File: src/rtl/sf_trig_pkg.sv
package sf_trig_pkg;

    localparam int FLAG_W  = 5;
    localparam int FL_ACC  = 0;
    localparam int FL_GNT  = 1;
    localparam int FL_BSY  = 2;
    localparam int FL_MODE = 3;
    localparam int FL_FIN  = 4;

    typedef struct packed {
        logic set_acc;
        logic set_gnt;
        logic set_bsy;
        logic start;
    } trig_dec_t;

endpackage

File: src/rtl/sf_trig_decide.sv
module sf_trig_decide
    import sf_trig_pkg::*;
(
    input  logic      cmd_wr,
    input  logic      addr_wr,
    input  logic      bufctl_wr,
    input  logic      bus_rd_active,
    input  logic      bus_grant,
    input  logic      busy,
    output trig_dec_t dec
);

    logic cmd_past_bus;

    always_comb begin
        dec          = '0;
        cmd_past_bus = cmd_wr && !bus_rd_active && !bus_grant;
        dec.set_acc  = cmd_wr && bus_rd_active;
        dec.set_gnt  = cmd_wr && !bus_rd_active && bus_grant;
        dec.set_bsy  = busy && (addr_wr || bufctl_wr || cmd_past_bus);
        dec.start    = cmd_past_bus && !busy;
    end

endmodule

File: src/rtl/sf_mode_check.sv
module sf_mode_check #(
    parameter int NDEV = 2
) (
    input  logic            par_mode,
    input  logic [NDEV-1:0] dev_cont,
    input  logic            cmd_cont,
    output logic            mode_err
);

    logic [NDEV-1:0] mism;

    genvar g;
    generate
        for (g = 0; g < NDEV; g++) begin : g_dev
            assign mism[g] = dev_cont[g] ^ cmd_cont;
        end
    endgenerate

    logic collision;
    logic par_error;

    always_comb begin
        collision = !par_mode && !cmd_cont && (|dev_cont);
        par_error = par_mode && (|mism);
        mode_err  = collision || par_error;
    end

endmodule

File: src/rtl/sf_flag_bank.sv
module sf_flag_bank #(
    parameter int W = 5
) (
    input  logic         clk,
    input  logic         rst_n,
    input  logic [W-1:0] set_vec,
    input  logic         clr_wr,
    input  logic [W-1:0] clr_data,
    input  logic         en_wr,
    input  logic [W-1:0] en_data,
    output logic [W-1:0] flags,
    output logic         irq
);

    typedef struct packed {
        logic [W-1:0] flg;
        logic [W-1:0] en;
    } bank_t;

    bank_t st_d, st_q;
    logic [W-1:0] clr_mask;
    logic [W-1:0] flg_next;

    assign clr_mask = clr_wr ? clr_data : '0;

    genvar g;
    generate
        for (g = 0; g < W; g++) begin : g_flag
            assign flg_next[g] = set_vec[g] | (st_q.flg[g] & ~clr_mask[g]);
        end
    endgenerate

    always_comb begin
        st_d     = st_q;
        st_d.flg = flg_next;
        if (en_wr) begin
            st_d.en = en_data;
        end
    end

    always_ff @(posedge clk or negedge rst_n) begin
        if (!rst_n) begin
            st_q <= '0;
        end else begin
            st_q <= st_d;
        end
    end

    assign flags = st_q.flg;
    assign irq   = |(st_q.flg & st_q.en);

    AST_SET_WINS: assert property (@(posedge clk) disable iff (!rst_n)
        (|set_vec) |=> ((flags & $past(set_vec)) == $past(set_vec)));

    AST_IRQ_NEEDS_FLAG: assert property (@(posedge clk) disable iff (!rst_n)
        irq |-> (|flags));

endmodule

File: src/rtl/sf_trig_arbiter.sv
module sf_trig_arbiter
    import sf_trig_pkg::*;
#(
    parameter int CMD_W = 8,
    parameter int NDEV  = 2
) (
    input  logic              clk,
    input  logic              rst_n,
    input  logic              cmd_wr,
    input  logic [CMD_W-1:0]  cmd_data,
    input  logic              cmd_cont,
    input  logic              addr_wr,
    input  logic              bufctl_wr,
    input  logic              bus_rd_active,
    input  logic              bus_grant,
    input  logic              par_mode,
    input  logic [NDEV-1:0]   dev_cont,
    input  logic              seq_done,
    input  logic              flag_clr_wr,
    input  logic [FLAG_W-1:0] flag_clr_data,
    input  logic              irq_en_wr,
    input  logic [FLAG_W-1:0] irq_en_data,
    output logic              launch,
    output logic [CMD_W-1:0]  launch_cmd,
    output logic              busy,
    output logic [FLAG_W-1:0] flags,
    output logic              irq
);

    typedef struct packed {
        logic             busy;
        logic             launch;
        logic [CMD_W-1:0] cmd;
        logic             fin_pend;
    } ctl_t;

    ctl_t        st_d, st_q;
    trig_dec_t   dec;
    logic        mode_err;
    logic [FLAG_W-1:0] set_vec;

    sf_trig_decide u_decide (
        .cmd_wr        (cmd_wr),
        .addr_wr       (addr_wr),
        .bufctl_wr     (bufctl_wr),
        .bus_rd_active (bus_rd_active),
        .bus_grant     (bus_grant),
        .busy          (st_q.busy),
        .dec           (dec)
    );

    sf_mode_check #(.NDEV(NDEV)) u_mode (
        .par_mode (par_mode),
        .dev_cont (dev_cont),
        .cmd_cont (cmd_cont),
        .mode_err (mode_err)
    );

    always_comb begin
        st_d          = st_q;
        st_d.launch   = 1'b0;
        st_d.fin_pend = 1'b0;
        set_vec       = '0;
        set_vec[FL_ACC] = dec.set_acc;
        set_vec[FL_GNT] = dec.set_gnt;
        set_vec[FL_BSY] = dec.set_bsy;
        if (dec.start) begin
            if (mode_err) begin
                set_vec[FL_MODE] = 1'b1;
                st_d.fin_pend    = 1'b1;
            end else begin
                st_d.launch = 1'b1;
                st_d.busy   = 1'b1;
                st_d.cmd    = cmd_data;
            end
        end
        if (st_q.busy && seq_done) begin
            st_d.busy       = 1'b0;
            set_vec[FL_FIN] = 1'b1;
        end
        if (st_q.fin_pend) begin
            set_vec[FL_FIN] = 1'b1;
        end
    end

    always_ff @(posedge clk or negedge rst_n) begin
        if (!rst_n) begin
            st_q <= '0;
        end else begin
            st_q <= st_d;
        end
    end

    sf_flag_bank #(.W(FLAG_W)) u_flags (
        .clk      (clk),
        .rst_n    (rst_n),
        .set_vec  (set_vec),
        .clr_wr   (flag_clr_wr),
        .clr_data (flag_clr_data),
        .en_wr    (irq_en_wr),
        .en_data  (irq_en_data),
        .flags    (flags),
        .irq      (irq)
    );

    assign launch     = st_q.launch;
    assign launch_cmd = st_q.cmd;
    assign busy       = st_q.busy;

    AST_ACC_REJECT: assert property (@(posedge clk) disable iff (!rst_n)
        (cmd_wr && bus_rd_active) |=> (!launch && flags[FL_ACC]));

    AST_GNT_REJECT: assert property (@(posedge clk) disable iff (!rst_n)
        (cmd_wr && !bus_rd_active && bus_grant) |=> (!launch && flags[FL_GNT]));

    AST_BUSY_REJECT: assert property (@(posedge clk) disable iff (!rst_n)
        (busy && (addr_wr || bufctl_wr)) |=> flags[FL_BSY]);

    AST_ONLY_TOP_FLAG: assert property (@(posedge clk) disable iff (!rst_n)
        (cmd_wr && bus_rd_active && !addr_wr && !bufctl_wr
         && !flags[FL_GNT] && !flags[FL_BSY]) |=> (!flags[FL_GNT] && !flags[FL_BSY]));

    AST_MODE_THEN_FIN: assert property (@(posedge clk) disable iff (!rst_n)
        $rose(flags[FL_MODE]) |=> flags[FL_FIN]);

    AST_LAUNCH_PULSE: assert property (@(posedge clk) disable iff (!rst_n)
        launch |=> !launch);

    AST_LAUNCH_BUSY: assert property (@(posedge clk) disable iff (!rst_n)
        launch |-> busy);

    AST_DONE_FIN: assert property (@(posedge clk) disable iff (!rst_n)
        (busy && seq_done) |=> (!busy && flags[FL_FIN]));

endmodule

File: config.mk
export PLATFORM = sky130hd
export DESIGN_NAME = sf_trig_arbiter
export DESIGN_NICKNAME = d
export VERILOG_FILES = /design/src/rtl/sf_trig_pkg.sv /design/src/rtl/sf_trig_decide.sv /design/src/rtl/sf_mode_check.sv /design/src/rtl/sf_flag_bank.sv /design/src/rtl/sf_trig_arbiter.sv
export SDC_FILE = /design/constraint.sdc
export NUM_CORES = 1
export LEC_CHECK = 0
export ABC_AREA = 1
export BUFFER_PORTS_ARGS = -buffer_cell sky130_fd_sc_hd__buf_2
export CAP_MARGIN = 20
export CORE_ASPECT_RATIO = 1.5
export CORE_MARGIN = 2
export CORE_UTILIZATION = 45
export CTS_CLUSTER_SIZE = 20
export DETAILED_ROUTE_END_ITERATION = 6
export PLACE_DENSITY = 0.78
export SYNTH_ARGS = -nofsm -noshare
export SYNTH_HDL_FRONTEND = slang
export SYNTH_SLANG_ARGS = --single-unit
File: constraint.sdc
create_clock -name clk -period 1.1 [get_ports clk]
set_input_delay 0.055 -clock clk [delete_from_list [all_inputs] [get_ports clk]]
set_output_delay 0.055 -clock clk [all_outputs]
set_load 0.02 [all_outputs]
Yosys cells after proc, flatten, opt, wreduce, memory -nomap -nowiden
Cells that the tools add are included.
{"block": "word_totals", "register_bits": 21, "inputBits": 32, "output_inout_bits": 16, "wordCells": 58}
{"block": "op_classes", "n_eq_ne": 1, "n_mux": 8, "n_bitwise": 19, "n_reduce_logical": 24}
{"operator": "11-bit 2-to-1 mux", "count": 1}
{"operator": "1-bit logical AND", "count": 10}
{"operator": "10-bit 2-to-1 mux", "count": 1}
{"operator": "1-bit NOT", "count": 6}
{"operator": "1-bit bitwise AND", "count": 5}
{"operator": "5-bit bitwise AND", "count": 1}
{"operator": "1-bit logical NOT", "count": 5}
{"operator": "1-bit 2-to-1 mux", "count": 5}
{"operator": "5-bit 2-to-1 mux", "count": 1}
{"operator": "1-bit OR", "count": 5}
{"operator": "5-bit OR reduction", "count": 1}
{"operator": "2-bit AND reduction", "count": 2}
{"operator": "2-bit OR reduction", "count": 2}
{"operator": "1-bit logical OR", "count": 3}
{"operator": "2-bit by 1-bit != test with 1-bit output (second input constant)", "count": 1}
{"operator": "2-bit nonzero test", "count": 1}
{"operator": "1-bit XOR", "count": 2}

Depth between registers and ports, before layout
Gate-level depths: netlist of the first run.
{"block": "logic_depth", "ltp_word": 7, "ltp_mapped": 7, "depth_no_buf": 7}

Cells and area by module
From an unflattened synthesis of the first run, not the netlist that was laid out.
{"block": "unflattened", "cells_unflattened": 122, "area_unflattened_um2": 1009.7}
{"module": "sf_trig_arbiter", "n_inst": 1, "cells_per_inst": 54, "area_each_um2": 480.5, "seq_area_each_um2": 275.3}
{"module": "sf_flag_bank", "n_inst": 1, "cells_per_inst": 52, "area_each_um2": 455.4, "seq_area_each_um2": 250.2}
{"module": "sf_trig_decide", "n_inst": 1, "cells_per_inst": 11, "area_each_um2": 52.6, "seq_area_each_um2": 0.0}
{"module": "sf_mode_check", "n_inst": 1, "cells_per_inst": 5, "area_each_um2": 21.3, "seq_area_each_um2": 0.0}

Worst setup path before layout of the first run
OpenSTA, ideal clock, no wires.
{"block": "synth_path", "kind": "flip-flop to flip-flop", "start": "register st_q, in the netlist busy", "end": "register st_q, in the netlist launch_cmd[0]", "setup_ns": 0.117, "arrival_ns": 0.920, "t_required_ns": 0.983, "slack_ns": 0.063, "stages_incl_launch_ff": 5, "synth_period_minus_slack_ns": 1.037, "path_cell_list": "dfrtp_1 nor2_8 nand2_4 nand2_1 nand2_1"}
{"block": "synth_via", "elab_chain_len": 3}
{"item": "start: declaration", "line": "sf_trig_arbiter.sv:37", "source": "ctl_t st_d, st_q;"}
{"item": "start signal: assignment", "line": "sf_trig_arbiter.sv:90", "source": "st_q <= st_d;"}
{"item": "1-bit logical NOT", "line": "sf_trig_decide.sv:21", "source": "dec.start = cmd_past_bus && !busy;"}
{"item": "1-bit logical AND", "line": "sf_trig_decide.sv:21"}
{"item": "2-bit AND reduction (no source line)"}
Every way passes these cells.
A chain may end at the register's enable or synchronous reset.

Final worst setup path of the first run
{"block": "layout_path", "start": "register u_flags.st_q, in the netlist u_flags.flags[2]", "end": "output port irq"}
{"block": "layout_via", "elab_chain_len": 2}
{"item": "start: declaration", "line": "sf_flag_bank.sv:20", "source": "bank_t st_d, st_q;"}
{"item": "start signal: assignment", "line": "sf_flag_bank.sv:45", "source": "st_q <= st_d;"}
{"item": "5-bit bitwise AND", "line": "sf_flag_bank.sv:50", "source": "assign irq = |(st_q.flg & st_q.en);"}
{"item": "5-bit OR reduction", "line": "sf_flag_bank.sv:50"}
{"item": "end: declaration", "line": "sf_trig_arbiter.sv:27", "source": "output logic irq"}
Every way passes these cells.

==> summary.md, run 1 <==
| Metric | Value |
|---|---|
| DRT iter0 DRCs | `13` |
| Antenna violations before repair | `0` |
| Crit path DAT | `1210 ps` |
| Pin count of the biggest net entering global routing | `22` |
| Final Max Slew Viols | `0` |
| H-tree depth | `1` |
| Synth Register Bits | `21` |
| DRT antenna net count | `0` |
| Final Instance Count excl. Fillers | `188` |
| Global route overflow | `0` |
| Max_cap viols | `0` |
| Logic gate share of total power | `0.317` |
| Avg Cell Area, Syn | `9.589 um^2` |
| First-pass GRT wire length | `3981 um` |
| Final Instance Area | `1450 um^2` |
| Outcome | `complete, but fails checks` |
| # port buffers | `47` |
| Reg clk slew, reported paths | `110 ps` |
| Unrepaired setup endpoints after global routing | `yes` |
| Clk Latency, worst-skew pair | `300 ps` |
| Post-DP HPWL | `1539 um` |
| Sw Ratio | `0.3304` |
| Initial DRT Pass Iterations | `4` |
| Crit path required time | `1040 ps` |
| Num CTS Buffers | `3` |
| Total number of vias | `910` |
| Total Routed Length | `2409 um` |
| Fraction of layout instances using a drive strength above 1 | `0.4096` |
| Area Growth Syn to Fin | `45.42%` |
| R2r setup slk | `70 ps` |
| Cell variety after synth | `16` |
| DIE AREA | `2616 um^2` |
| Minimum hold slack | `24.56 ps` |
| Vias/cell | `4.840` |
| CTS Buffer Depth | `2` |
| Sw Pwr | `0.6431 mW` |
| Die W | `42.44 um` |
| CTS tree | `built` |
| Fmax | `789.8 MHz` |
| Clock Root Buffer | `clkbuf_4` |
| Clock skew | `6.570 ps` |
| Starting Density | `0.4860` |
| Commonest cells after routing, fill and taps aside | `buf_2, nand2_1, dfrtp_1` |
| Minimum clock period after layout | `1266 ps` |
| Failing checks | `setup timing` |
| Finish-stage setup viols | `1` |
| ANT cells | `0` |
| Final Hold Viols | `0` |
| Leading area contributor after synthesis | `dfrtp_1` |
| Sink Count | `21` |
| GRT Util Overall | `0.2066` |
| IO Pins | `48` |
| Overall Power | `1.946 mW` |
| Mapped Nets | `136` |
| Int Pwr | `1.303 mW` |
| Die height | `61.66 um` |
| Ys Warns | `0` |
| Worst setup EP type | `output pin` |
| Worst Path Max Fanout | `3` |
| Max-slew headroom | `0.6962` |
| Sequential group share of total power | `0.496` |
| GRT busiest layer | `met2` |
| Hold Path Class | `in2reg` |
| # DRC | `0` |
| DP Area | `1170 um^2` |
| Clock share of power | `0.187` |
| Placed Cells | `161` |
| Post-Synthesis Cells | `104` |
| Worst-margin pin slew | `455.7 ps` |
| LEAKAGE | `0.8200 nW` |
| Core area | `2052 um^2` |
| FILL cells | `150` |
| DP Worst Slack | `118.0 ps` |
| M1 GR Usage | `0.2030` |
| Final Util | `0.7067` |
| Register area share after synthesis | `0.5270` |
| VDD IR max | `0.0009425 V` |
| Setup ws final | `-166.1 ps` |
| Commonest non-fill, non-tap cell in the layout | `buf_2` |
| Final setup TNS | `-166.1 ps` |
| Setup CP Type | `reg2out` |
| Reg area | `526.8 um^2` |
| Area share of the largest cell type after synthesis | `0.5270` |
| Vias in the first global route | `971` |
| Standard-cell rows | `20` |
| Multi-input logic area | `355.3 um^2` |
| Fin nets | `199` |
| Per-cell routed wire length | `12.81 um` |
| Grt met3 use | `0.03226` |
| Part of the cycle the worst path needs | `1.151` |
| GPL Wtd Cong | `0.7367` |
| M2 GR Usage | `0.4264` |
| Cell Area, Synth | `997.2 um^2` |
| Critical Path Source Type | `flop` |
| Power per standard cell area | `1342 nW/um^2` |
| Largest cells by area after synthesis | `dfrtp_1, nand2_1, buf_4` |
synthesized netlist by cell type, drive strengths merged:
cell	n
mux2	5
inv	6
a22o	1
o21ai	1
buf	13
dfrtp	21
a21oi	2
nand3	9
nand2	38
nor2	6
nand3b	1
a32o	1
final cells by class:
| type | count | area share |
|---|---|---|
| clock buffers | 3 | 0.01553 |
| flip-flops and latches | 21 | 0.3632 |
| inverters | 6 | 0.01553 |
| multi-input cells | 64 | 0.2450 |
| repair buffers | 71 | 0.3382 |
| clock inverters | 1 | 0.003451 |
| well taps | 22 | 0.01898 |
repair_timing:
item / in CTS / in global routing
hold endpoints to repair: 39 / 0
hold buffers: 19 / 0
endpoints found under the setup margin: 2 / 11
gates resized for setup: 2 / 4
buffers inserted: 2 / 3
pin swaps: 0 / 5
worst paths after layout:
check | start | endpoint | cells after the start
max | u_flags.flags[2]$_DFF_PN0_ | irq | 5
max reg2reg | busy$_DFFE_PN0P_ | launch_cmd[7]$_DFFE_PN0P_ | 5
max in group asynchronous | rst_n | busy$_DFFE_PN0P_ | 2
min in group asynchronous | rst_n | u_flags.st_q[3]$_DFFE_PN0P_ | 2
min | bus_grant | u_flags.flags[1]$_DFF_PN0_ | 2
min reg2reg | st_q[0]$_DFF_PN0_ | u_flags.flags[4]$_DFF_PN0_ | 2
kinds of logic after synthesis:
group,count (synthesis),share of synthesized area
AOI/OAI and AO/OA,5,0.03387
DFF,21,0.5270
buffers and inverters,19,0.1204
muxes,5,0.05646
and+or+nand+nor,54,0.2622
routing by layer:
metal	wire, um	up-vias	share of wire
li1	-	441	-
met1	844	414	0.35
met2	1366	51	0.57
met3	169	4	0.070
met4	29	0	0.012
met5	0	-	0
critical path, cell delays in order, from the launching register on:
cell and delay (ps):
dfrtp_1 400, nand2_1 60, nand2_1 60, a21oi_2 130
nand3_1 110, buf_6 140
power by group through the flow:
stage,clock [mW],combinational [mW],sequential [mW]
3_5_place_dp,0,0.520,0.979
5_1_grt,0.431,0.670,0.979
4_1_cts,0.386,0.586,0.965
3_3_place_gp,0,0.507,0.976
2_1_floorplan,0,0.439,0.967
6_report,0.364,0.618,0.965
state kept, by name (all words and copies together), names as in the netlist:
register       count
busy               1
launch             1
st_q               1
launch_cmd         8
u_flags.flags      5
u_flags.st_q       5
No activity file was read; power rests on OpenSTA's default activity.
==> run 2: changes to the inputs <==
--- a/config.mk
+++ b/config.mk
@@ -10,10 +10,9 @@
 export CAP_MARGIN = 20
 export CORE_ASPECT_RATIO = 1.5
 export CORE_MARGIN = 2
-export CORE_UTILIZATION = 45
+export CORE_UTILIZATION = 35
 export CTS_CLUSTER_SIZE = 20
 export DETAILED_ROUTE_END_ITERATION = 6
-export PLACE_DENSITY = 0.78
 export SYNTH_ARGS = -nofsm -noshare
 export SYNTH_HDL_FRONTEND = slang
 export SYNTH_SLANG_ARGS = --single-unit
==> summary.md, run 2 (synthesis gave the netlist of run 1 again) <==
| Metric | Value |
|---|---|
| Outcome | `complete, but fails checks (unchanged)` |
| Failing checks | `setup timing (unchanged)` |
| Minimum clock period after layout | `1138 ps (was 1266 ps)` |
| Clock Root Buffer | `clkbuf_8 (was clkbuf_4)` |
| DRT iter0 DRCs | `4 (was 13)` |
| CTS Buffer Depth | `2 (unchanged)` |
| R2r startpoint | `busy$_DFFE_PN0P_ (unchanged)` |
| Reg clk slew, reported paths | `70 ps (was 110 ps)` |
| First-pass GRT wire length | `3284 um (was 3981 um)` |
| Max_cap viols | `0 (unchanged)` |
| Critical Path Source Type | `flop (unchanged)` |
| Part of the cycle the worst path needs | `1.035 (was 1.151)` |
| Post-DP HPWL | `1642 um (was 1539 um)` |
| Int Pwr | `1.370 mW (was 1.303 mW)` |
| Fraction of layout instances using a drive strength above 1 | `0.4414 (was 0.4096)` |
| Pin count of the biggest net entering global routing | `22 (unchanged)` |
| Setup crit end | `irq (unchanged)` |
| GRT Util Overall | `0.1307 (was 0.2066)` |
| Crit path DAT | `1080 ps (was 1210 ps)` |
| Sink Count | `21 (unchanged)` |
| CP Cell Sequence | `nand2_1 > nand2_1 > a21oi_2 > nand3_1 > buf_6 (unchanged)` |
| Sw Pwr | `0.6131 mW (was 0.6431 mW)` |
| Crit path required time | `1040 ps (about the same)` |
| # DRC | `0 (unchanged)` |
| Most common cell on crit path | `nand2_1 (unchanged)` |
| Initial DRT Pass Iterations | `4 (unchanged)` |
| Minimum hold slack | `20.06 ps (was 24.56 ps)` |
| Worst stage delay on the critical path | `390 ps (was 400 ps)` |
| Final Max Slew Viols | `0 (unchanged)` |
| Max reg flops | `8 (unchanged)` |
| Placed Cells | `176 (was 161)` |
| Reg area | `526.8 um^2 (unchanged)` |
| # port buffers | `47 (unchanged)` |
| ANT cells | `0 (unchanged)` |
| Commonest cells after routing, fill and taps aside | `buf_2, nand2_1, dfrtp_1 (unchanged)` |
| WP buf/inv | `1 (unchanged)` |
| Global route overflow | `0 (unchanged)` |
| Total number of vias | `808 (was 910)` |
| LEAKAGE | `0.7306 nW (was 0.8200 nW)` |
| Critical path depth | `5 (unchanged)` |
| Die W | `47.58 um (was 42.44 um)` |
| CTS tree | `built (unchanged)` |
| Fmax | `878.7 MHz (was 789.8 MHz)` |
| Fin nets | `178 (was 199)` |
| Per-cell routed wire length | `11.02 um (was 12.81 um)` |
| Unrepaired setup endpoints after global routing | `yes (unchanged)` |
| Multi-input logic area | `355.3 um^2 (unchanged)` |
| Final Instance Count excl. Fillers | `182 (was 188)` |
| Setup CP Type | `reg2out (unchanged)` |
| Vias/cell | `4.440 (was 4.840)` |
| DP Worst Slack | `81.13 ps (was 118.0 ps)` |
| IO Pins | `48 (unchanged)` |
| Clock share of power | `0.240 (was 0.187)` |
| CP top delay family | `flip-flops (unchanged)` |
| DP Area | `1189 um^2 (was 1170 um^2)` |
| Standard-cell rows | `23 (was 20)` |
| VDD IR max | `0.0006132 V (was 0.0009425 V)` |
| FILL cells | `309 (was 150)` |
| Worst setup EP type | `output pin (unchanged)` |
| Area Growth Syn to Fin | `26.85% (was 45.42%)` |
| Sw Ratio | `0.3091 (was 0.3304)` |
| Clock skew | `2.907 ps (was 6.570 ps)` |
| Max-slew headroom | `0.6973 (was 0.6962)` |
| Worst min-delay path startpoint | `seq_done (was bus_grant)` |
| Worst Path Max Fanout | `3 (unchanged)` |
| Antenna violations before repair | `0 (unchanged)` |
| Final Instance Area | `1265 um^2 (was 1450 um^2)` |
| Num CTS Buffers | `3 (unchanged)` |
| Starting Density | `0.3686 (was 0.4860)` |
| Finish-stage setup viols | `1 (unchanged)` |
| Die height | `69.38 um (was 61.66 um)` |
| Vias in the first global route | `846 (was 971)` |
| Core area | `2705 um^2 (was 2052 um^2)` |
| Final Hold Viols | `0 (unchanged)` |
| Sequential group share of total power | `0.486 (was 0.496)` |
| CP startpoint | `u_flags.flags[2]$_DFF_PN0_ (unchanged)` |
| Setup ws final | `-38.07 ps (was -166.1 ps)` |
| R2r setup slk | `100 ps (was 70 ps)` |
| Hold Path Class | `in2reg (unchanged)` |
| Worst-margin pin slew | `454.1 ps (was 455.7 ps)` |
| DRT antenna net count | `0 (unchanged)` |
| Total Routed Length | `2006 um (was 2409 um)` |
| Commonest non-fill, non-tap cell in the layout | `buf_2 (unchanged)` |
| Critical path's slowest cell | `dfrtp_1 (unchanged)` |
| FF-to-FF path depth | `4 (was 5)` |
| Clk Latency, worst-skew pair | `250 ps (was 300 ps)` |
| GPL Wtd Cong | `0.7565 (was 0.7367)` |
| H-tree depth | `1 (unchanged)` |
| Power per standard cell area | `1568 nW/um^2 (was 1342 nW/um^2)` |
| DIE AREA | `3301 um^2 (was 2616 um^2)` |
| Logic gate share of total power | `0.273 (was 0.317)` |
| Final setup TNS | `-38.07 ps (was -166.1 ps)` |
| Reg2reg end | `launch_cmd[5]$_DFFE_PN0P_ (was launch_cmd[7]$_DFFE_PN0P_)` |
-- run 2: changes by cell type in the layout (fill, tap and decap cells not counted), sizes merged --
cell         previous run  this run
dlygate4sd3            19         1
clkinv                  1         0
buf                    52        49
clkbuf                  3         4
-- run 2: worst register-to-register path, stage by stage (launching register included) --
cell and delay, ps:
dfrtp_2 440, nor2_8 200, nand2_4 120, nand2_1 80, nand2_1 50
-- run 2: how the worst min path moves through the flow --
stage | to | slack, ps | cells after the start
after floorplan | busy$_DFFE_PN0P_ | -240 | 0
after global placement | u_flags.flags[0]$_DFF_PN0_ | 30 | 1
after detailed placement | u_flags.st_q[1]$_DFFE_PN0P_ | 40 | 1
after CTS | busy$_DFFE_PN0P_ | 20 | 2
after global routing | busy$_DFFE_PN0P_ | 30 | 2
final | busy$_DFFE_PN0P_ | 20 | 2
-- run 2: area by class of cell --
type / count / share of cell area
tap: 37 / 0.03660
clock buffer: 4 / 0.03561
sequential: 21 / 0.4164
inverter: 6 / 0.01780
multi-input combinational: 64 / 0.2809
timing repair buffer: 50 / 0.2127
-- run 2: power groups by stage --
stage          sequential, mW  combinational [mW]  clock [mW]
2_1_floorplan           0.967               0.439           0
3_3_place_gp            0.979               0.511           0
3_5_place_dp            0.979               0.526           0
4_1_cts                 0.964               0.538       0.500
5_1_grt                 0.982               0.596       0.532
6_report                0.965               0.542       0.476
-- run 2: layer usage --
layer / part of all wire / vias to the layer above / GRT usage
met3: 0.062 / 0 / 0.02344
met5: 0 / - / 0
met2: 0.55 / 29 / 0.2598
met4: 0 / 0 / 0.02703
li1: - / 402 / -
met1: 0.38 / 377 / 0.1246
-- run 2: repair_timing --
item,CTS,global route
endpoints found under the setup margin,1,2
setup buffers,1,0
hold buffers,1,0
hold endpoints to repair,21,0
gates resized for setup,0,5
-- run 2: per-stage QoR --
stage	power, mW	util
finish	1.983	0.4676
global route	2.110	0.4676
CTS	2.002	0.4625
detailed placement	1.505	0.4394
global placement	1.490	0.4394
floorplan	1.405	-
